## src/rtl/pirq_pkg.sv

```systemverilog
package pirq_pkg;

    localparam int PIRQ_NUM  = 32;
    localparam int PIRQ_SGI  = 16;
    localparam int PIRQ_PW   = 8;
    localparam int PIRQ_IW   = 10;
    localparam int PIRQ_LW   = $clog2(PIRQ_NUM);

    typedef enum logic [2:0] {
        WK_ENABLE  = 3'd0,
        WK_PENDING = 3'd1,
        WK_ACTIVE  = 3'd2,
        WK_GROUP   = 3'd3,
        WK_GRPMOD  = 3'd4,
        WK_EDGE    = 3'd5,
        WK_PRIO    = 3'd6
    } wr_kind_e;

    typedef enum logic [1:0] {
        GC_G0   = 2'd0,
        GC_G1S  = 2'd1,
        GC_G1NS = 2'd2
    } grp_cls_e;

    typedef struct packed {
        logic [PIRQ_IW-1:0] id;
        logic [PIRQ_PW-1:0] prio;
        grp_cls_e           grp;
    } best_rec_t;

    function automatic grp_cls_e grp_of(input logic group_bit, input logic mod_eff);
        if (group_bit)
            return GC_G1NS;
        else if (mod_eff)
            return GC_G1S;
        return GC_G0;
    endfunction

    function automatic logic beats(input logic [PIRQ_PW-1:0] c_prio,
                                   input logic [PIRQ_IW-1:0] c_id,
                                   input logic [PIRQ_PW-1:0] r_prio,
                                   input logic [PIRQ_IW-1:0] r_id);
        return (c_prio < r_prio) || ((c_prio == r_prio) && (c_id <= r_id));
    endfunction

endpackage

```

## src/rtl/pirq_state.sv

```systemverilog
module pirq_state
    import pirq_pkg::*;
#(
    parameter int NUM = PIRQ_NUM,
    parameter int SGI = PIRQ_SGI,
    parameter int PW  = PIRQ_PW,
    localparam int LW = $clog2(NUM)
) (
    input  logic          clk,
    input  logic          rst,
    input  logic [NUM-1:0] pin_in,
    input  logic          wr_en,
    input  wr_kind_e      wr_kind,
    input  logic [LW-1:0] wr_id,
    input  logic [PW-1:0] wr_data,
    output logic [NUM-1:0] pend_q,
    output logic [NUM-1:0] en_q,
    output logic [NUM-1:0] act_q,
    output logic [NUM-1:0] grp_q,
    output logic [NUM-1:0] mod_q,
    output logic [NUM-1:0] edge_q,
    output logic [NUM-1:0] lvl_q,
    output logic [PW-1:0]  prio_q [NUM],
    output logic           sgi_err_q
);
    localparam logic [NUM-1:0] PPI_MASK = {{(NUM-SGI){1'b1}}, {SGI{1'b0}}};

    logic [NUM-1:0] pin_prev;
    logic [NUM-1:0] rise;

    assign rise = pin_in & ~pin_prev & PPI_MASK;

    always_ff @(posedge clk) begin
        if (rst) begin
            pin_prev  <= '0;
            lvl_q     <= '0;
            sgi_err_q <= 1'b0;
        end else begin
            pin_prev  <= pin_in;
            lvl_q     <= pin_in & PPI_MASK;
            sgi_err_q <= |pin_in[SGI-1:0];
        end
    end

    for (genvar g = 0; g < NUM; g++) begin : g_id
        logic hit;
        assign hit = wr_en && (wr_id == LW'(g));

        always_ff @(posedge clk) begin
            if (rst) begin
                pend_q[g] <= 1'b0;
                en_q[g]   <= 1'b0;
                act_q[g]  <= 1'b0;
                grp_q[g]  <= 1'b0;
                mod_q[g]  <= 1'b0;
                edge_q[g] <= 1'b0;
                prio_q[g] <= '0;
            end else begin
                if (hit && wr_kind == WK_PENDING)
                    pend_q[g] <= wr_data[0];
                else if (rise[g] && edge_q[g])
                    pend_q[g] <= 1'b1;
                if (hit && wr_kind == WK_ENABLE) en_q[g]   <= wr_data[0];
                if (hit && wr_kind == WK_ACTIVE) act_q[g]  <= wr_data[0];
                if (hit && wr_kind == WK_GROUP)  grp_q[g]  <= wr_data[0];
                if (hit && wr_kind == WK_GRPMOD) mod_q[g]  <= wr_data[0];
                if (hit && wr_kind == WK_EDGE)   edge_q[g] <= wr_data[0];
                if (hit && wr_kind == WK_PRIO)   prio_q[g] <= wr_data;
            end
        end
    end
endmodule

```

## src/rtl/pirq_elig.sv

```systemverilog
module pirq_elig
    import pirq_pkg::*;
#(
    parameter int NUM = PIRQ_NUM
) (
    input  logic [NUM-1:0] pend_q,
    input  logic [NUM-1:0] en_q,
    input  logic [NUM-1:0] act_q,
    input  logic [NUM-1:0] grp_q,
    input  logic [NUM-1:0] mod_q,
    input  logic [NUM-1:0] edge_q,
    input  logic [NUM-1:0] lvl_q,
    input  logic           ctl_grp0_en,
    input  logic           ctl_grp1s_en,
    input  logic           ctl_grp1ns_en,
    input  logic           ctl_ds,
    output logic [NUM-1:0] mod_eff,
    output logic [NUM-1:0] elig
);
    logic [NUM-1:0] raw;
    logic [NUM-1:0] gmask;

    always_comb begin
        mod_eff = ctl_ds ? '0 : mod_q;
        gmask   = '0;
        if (ctl_grp1ns_en) gmask = gmask | grp_q;
        if (ctl_grp1s_en)  gmask = gmask | (~grp_q & mod_eff);
        if (ctl_grp0_en)   gmask = gmask | (~grp_q & ~mod_eff);
        raw  = pend_q | (~edge_q & lvl_q);
        elig = raw & en_q & ~act_q & gmask;
    end
endmodule

```

## src/rtl/pirq_pick.sv

```systemverilog
module pirq_pick
    import pirq_pkg::*;
#(
    parameter int NUM = PIRQ_NUM,
    parameter int PW  = PIRQ_PW,
    localparam int LW = $clog2(NUM)
) (
    input  logic [NUM-1:0] elig,
    input  logic [PW-1:0]  prio_q [NUM],
    output logic           found,
    output logic [LW-1:0]  win_id,
    output logic [PW-1:0]  win_prio
);
    always_comb begin
        found    = 1'b0;
        win_id   = '0;
        win_prio = '1;
        for (int i = 0; i < NUM; i++) begin
            if (elig[i] && (!found || prio_q[i] < win_prio)) begin
                found    = 1'b1;
                win_id   = LW'(i);
                win_prio = prio_q[i];
            end
        end
    end
endmodule

```

## src/rtl/pirq_tracker.sv

```systemverilog
module pirq_tracker
    import pirq_pkg::*;
(
    input  logic                clk,
    input  logic                rst,
    input  logic [PIRQ_NUM-1:0] pin_in,
    input  logic                ctl_grp0_en,
    input  logic                ctl_grp1s_en,
    input  logic                ctl_grp1ns_en,
    input  logic                ctl_ds,
    input  logic                wr_en,
    input  logic [2:0]          wr_kind,
    input  logic [PIRQ_LW-1:0]  wr_id,
    input  logic [PIRQ_PW-1:0]  wr_data,
    input  logic                eval,
    input  logic [PIRQ_IW-1:0]  in_id,
    input  logic [PIRQ_PW-1:0]  in_prio,
    input  logic [1:0]          in_grp,
    output logic [PIRQ_IW-1:0]  best_id,
    output logic [PIRQ_PW-1:0]  best_prio,
    output logic [1:0]          best_grp,
    output logic                rescan_req,
    output logic                irq_pend,
    output logic                sgi_pin_err
);
    localparam int NUM = PIRQ_NUM;
    localparam int LW  = PIRQ_LW;
    localparam int PW  = PIRQ_PW;
    localparam int IW  = PIRQ_IW;

    logic [NUM-1:0] pend_q, en_q, act_q, grp_q, mod_q, edge_q, lvl_q;
    logic [NUM-1:0] mod_eff, elig;
    logic [PW-1:0]  prio_q [NUM];
    logic           found;
    logic [LW-1:0]  win_id;
    logic [PW-1:0]  win_prio;
    logic           take;
    best_rec_t      rec_q, offer, cand;
    logic           rescan_q, irq_q;

    pirq_state #(.NUM(NUM), .SGI(PIRQ_SGI), .PW(PW)) u_state (
        .clk      (clk),
        .rst      (rst),
        .pin_in   (pin_in),
        .wr_en    (wr_en),
        .wr_kind  (wr_kind_e'(wr_kind)),
        .wr_id    (wr_id),
        .wr_data  (wr_data),
        .pend_q   (pend_q),
        .en_q     (en_q),
        .act_q    (act_q),
        .grp_q    (grp_q),
        .mod_q    (mod_q),
        .edge_q   (edge_q),
        .lvl_q    (lvl_q),
        .prio_q   (prio_q),
        .sgi_err_q(sgi_pin_err)
    );

    pirq_elig #(.NUM(NUM)) u_elig (
        .pend_q       (pend_q),
        .en_q         (en_q),
        .act_q        (act_q),
        .grp_q        (grp_q),
        .mod_q        (mod_q),
        .edge_q       (edge_q),
        .lvl_q        (lvl_q),
        .ctl_grp0_en  (ctl_grp0_en),
        .ctl_grp1s_en (ctl_grp1s_en),
        .ctl_grp1ns_en(ctl_grp1ns_en),
        .ctl_ds       (ctl_ds),
        .mod_eff      (mod_eff),
        .elig         (elig)
    );

    pirq_pick #(.NUM(NUM), .PW(PW)) u_pick (
        .elig    (elig),
        .prio_q  (prio_q),
        .found   (found),
        .win_id  (win_id),
        .win_prio(win_prio)
    );

    always_comb begin
        offer.id   = in_id;
        offer.prio = in_prio;
        offer.grp  = grp_cls_e'(in_grp);
        cand.id    = IW'(win_id);
        cand.prio  = win_prio;
        cand.grp   = grp_of(grp_q[win_id], mod_eff[win_id]);
        take       = found && beats(cand.prio, cand.id, offer.prio, offer.id);
    end

    always_ff @(posedge clk) begin
        if (rst) begin
            rec_q.id   <= '1;
            rec_q.prio <= '1;
            rec_q.grp  <= GC_G0;
            rescan_q   <= 1'b0;
            irq_q      <= 1'b0;
        end else begin
            rescan_q <= 1'b0;
            if (eval) begin
                if (take) begin
                    rec_q <= cand;
                    irq_q <= (cand.prio != '1);
                end else begin
                    rec_q    <= offer;
                    irq_q    <= (offer.prio != '1);
                    rescan_q <= (offer.prio != '1) && (offer.id < IW'(NUM));
                end
            end
        end
    end

    assign best_id    = rec_q.id;
    assign best_prio  = rec_q.prio;
    assign best_grp   = rec_q.grp;
    assign rescan_req = rescan_q;
    assign irq_pend   = irq_q;
endmodule

```

## config.mk

```make
export PLATFORM = sky130hd
export DESIGN_NAME = pirq_tracker
export DESIGN_NICKNAME = d
export VERILOG_FILES = /design/src/rtl/pirq_pkg.sv /design/src/rtl/pirq_state.sv /design/src/rtl/pirq_elig.sv /design/src/rtl/pirq_pick.sv /design/src/rtl/pirq_tracker.sv
export SDC_FILE = /design/constraint.sdc
export NUM_CORES = 2
export LEC_CHECK = 0
export BUFFER_PORTS_ARGS = -buffer_cell sky130_fd_sc_hd__buf_2
export CAP_MARGIN = 40
export CORE_MARGIN = 2
export CORE_UTILIZATION = 49
export DETAILED_ROUTE_END_ITERATION = 12
export MAX_ROUTING_LAYER = met4
export PLACE_DENSITY = 0.69
export SLEW_MARGIN = 15
export SYNTH_ARGS = -nofsm -noshare
export SYNTH_HDL_FRONTEND = slang
export SYNTH_SLANG_ARGS = --single-unit
export TNS_END_PERCENT = 20
```

## constraint.sdc

```tcl
create_clock -name clk -period 197.8 [get_ports clk]
set_input_delay 29.67 -clock clk [delete_from_list [all_inputs] [get_ports clk]]
set_output_delay 29.67 -clock clk [all_outputs]
set_load 0.05 [all_outputs]
```

==> impl_results.md <==
- Num rows: 93
- Hold Buf Count CTS: 0
- Die Y-Extent: 259 um
- Reg power frac: 43.8%
- Worst VDD drop: 6.04 uV
- Clock tree buffer depth: 3
- Psw: 53.8 uW
- Clk pwr share: 50.2%
- Mapped Cells: 4388
- CTS H-tree depth: 2
- Vias: 32000
- Worst skew pair latency: 0.62 ns
- Slowest CP cell: a311oi_4
- Worst hold path type: reg2reg
- Largest net degree at the start of global routing: 143
- Iteration-0 DRC Markers: 3134
- Gate power share: 6.0%
- Avg Inst Size Synth: 7.28 sq um
- Cts bufs inserted: 54
- Wirelength, routed: 101000 um
- Worst Setup Start Kind: input pin
- I/O pin count: 99
- Clock sinks: 471
- Status: complete, no violations
- Largest cells by area after synthesis: dfxtp_1 30%, a21oi_1 9.8%, nand2_1 6.9%, ha_1 6.7%, o21ai_0 6.3%
- Leakage dissipation: 0.0143 uW
- P&R area growth vs syn: 9.59%
- Die X: 259 um
- Seq cells post-synth: 471
- Core area: 64500 sq um
- GRT Util Overall: 29.9%
- YS warnings: 0
- Router iterations before antenna repair: 5
- Largest stage delay, worst path: 0.76 ns
- Power Internal: 165 uW
- Worst-margin pin slew: 0.918 ns
- Clock Tree Root: clkbuf_16
- First-pass GRT wire length: 159000 um
- Crit-path max FO: 32
- Number of flops mapped to enable cells by yosys: 0
- Vias per Instance: 6.11
- Fin Clk Skew: 0.0216 ns
- Final setup fails: 0
- Die Footprint: 67200 sq um
- Post_cts resized: 0
- GRT overflow: 0
- Mapped Area: 31900 sq um
- Reg clk slew, reported paths: 0.06 ns
- Post-DRT Antenna Nets: 0
- Fraction of layout cells with a size suffix above 1: 8.83%
- Area share of the largest cell type after synthesis: 29.5%
- Critical Path Most Common Cell: a21oi_1
- Async set-reset flop share out of synthesis: 0%
- Area leader, netlist: dfxtp_1
- RSZ-0062 raised after global routing: false
- Maximum capacitance violations: 0
- Gpl congestion: 0.948
- Initial core utilization: 49.5%
- Min Clock Period, post-route: 100.14 ns
- Drt wl/cell: 19.3 um
- Commonest non-fill, non-tap cells in the layout: 623 x a21oi_1, 587 x nand2_1, 471 x dfxtp_1
- Initial antenna violation count: 5
- Most common cell after layout, fill and taps aside: a21oi_1
- Pwr/cell area: 6.25 nW/um^2
- Vias in the first global route: 29100
- Final Non-Filler Cells: 5231
- F_max: 9.99 MHz
- Synth unique cells: 125
- Slew headroom: 38.0%
- Top FF cell, synth: dfxtp_1
- Worst Path Arrival: 100.65 ns
- CTS tree: done
- Pins Over Slew Limit: 0
- Final hold violations: 0
- Placed cells: 5124
- Dpl hpwl: 70700 um
- DRC Markers: 0
- Required @ worst endpoint: 198.32 ns
- Setup_tns: 0 ns
- Final period util: 50.6%
- Post-CTS setup buffer count: 0
- Crit end category: flip-flop
- Sequential share of the synthesized area: 29.5%
- Switching share of power: 24.6%
- PortBufs: 98
- Critical path class: in2reg
- Post-Syn Nets: 4634
- Fin nets: 4573
## final cells by class
type                    count  area, sq um
multi-input cells        3403        20500
flip-flops and latches    471         9430
fillers                  6166        29500
diodes                      7         17.5
clock inverters            17          256
repair buffers            158         1120
well taps                 855         1070
inverters                 239          900
clock buffers              81         1680
## per-stage QoR
stage | hold WS [ns] | total power, uW | util, % | setup slack, ns | area, sq um
detailed placement | 0.449 | 111 | 51.2 | 97.57 | 33000
finish | 0.458 | 219 | 54.3 | 97.66 | 35000
floorplan | 0.431 | 105 | - | 105.51 | 31900
global placement | 0.444 | 110 | 50.8 | 98.35 | 32700
global route | 0.473 | 224 | 54.3 | 90.37 | 35000
CTS | 0.457 | 219 | 54.2 | 98.07 | 35000
## cell usage after synthesis (9+ instances only)
master,number
a211o_1,12
nor3_1,75
ha_1,170
nor4_1,12
nand2_1,587
buf_2,20
a311oi_1,11
mux2_2,39
maj3_1,20
nor2_1,298
and2_1,15
and3_1,20
o21ai_1,15
o211ai_1,23
a22oi_1,12
nand2b_1,55
a221oi_1,19
nor4b_1,17
dfxtp_1,471
o21ai_0,400
o21a_1,24
nor2b_1,58
inv_1,237
and4_1,18
nand3b_1,9
clkbuf_1,231
a31oi_1,29
a211oi_1,38
nand4_1,35
or2_2,13
buf_1,13
o21bai_1,10
a21o_1,59
a21oi_1,623
o22ai_1,26
nand3_1,297
mux2i_1,126
## metal layers
metal	GRT usage, %	vias to the layer above	part of all wire [%]
met5	-	-	0
met4	8.81	0	2.7
met3	4.45	170	7.1
met2	45.8	1160	45
met1	40.6	15000	45
li1	-	15600	-
## flip-flops by register name (all words and copies together), names as in the netlist
signal / cells
u_state.prio_q: 256
u_state.act_q: 32
u_state.en_q: 32
u_state.grp_q: 32
u_state.mod_q: 32
u_state.pend_q: 32
u_state.edge_q: 16
u_state.pin_prev: 16
best_id: 10
best_prio: 8
best_grp: 2
irq_pend: 1
rescan_req: 1
u_state.sgi_err_q: 1
## cells by family (layout without fill, tap and decap cells)
kind of cell,after synthesis,count (layout),synth area share [%]
and+or+nand+nor,1562,1562,23.0
xor gates and xnor gates,9,9,0.247
DFF,471,471,29.5
other,0,7,0
AOI/OAI and AO/OA,1460,1460,27.5
buffers and inverters,514,495,6.31
adders and majority gates,193,193,7.40
muxes,179,179,5.94
## power groups by stage
stage               Clock [uW]  Combinational, uW  Sequential [uW]
global route               115               13.8             95.8
CTS                        111               12.8             95.8
detailed placement           0               12.8             97.9
finish                     110               13.1             95.8
global placement             0               12.2             97.9
floorplan                    0               6.70             98.8
## worst max-delay path: cells and delay by family
family                   cells  cell delay [ns]
buffers and inverters       34             3.63
AND/OR/NAND/NOR            106            20.27
AO/OA/AOI/OAI              163            33.98
adder cells (fa/ha/maj)     32             8.99
multiplexers                12             4.03
## final timing paths
check,end,startpoint,slack [ns],cells after the start
worst min-delay path,u_state.act_q[9]$_SDFFE_PP0P_,u_state.act_q[9]$_SDFFE_PP0P_,0.46,2
worst max register to register,best_grp[0]$_SDFFE_PP0P_,u_state.mod_q[0]$_SDFFE_PP0P_,126.97,346
worst min register to register,u_state.act_q[9]$_SDFFE_PP0P_,u_state.act_q[9]$_SDFFE_PP0P_,0.46,2
worst max-delay path,best_grp[0]$_SDFFE_PP0P_,ctl_grp1ns_en,97.66,347
Power figures use the tool's default switching activity.
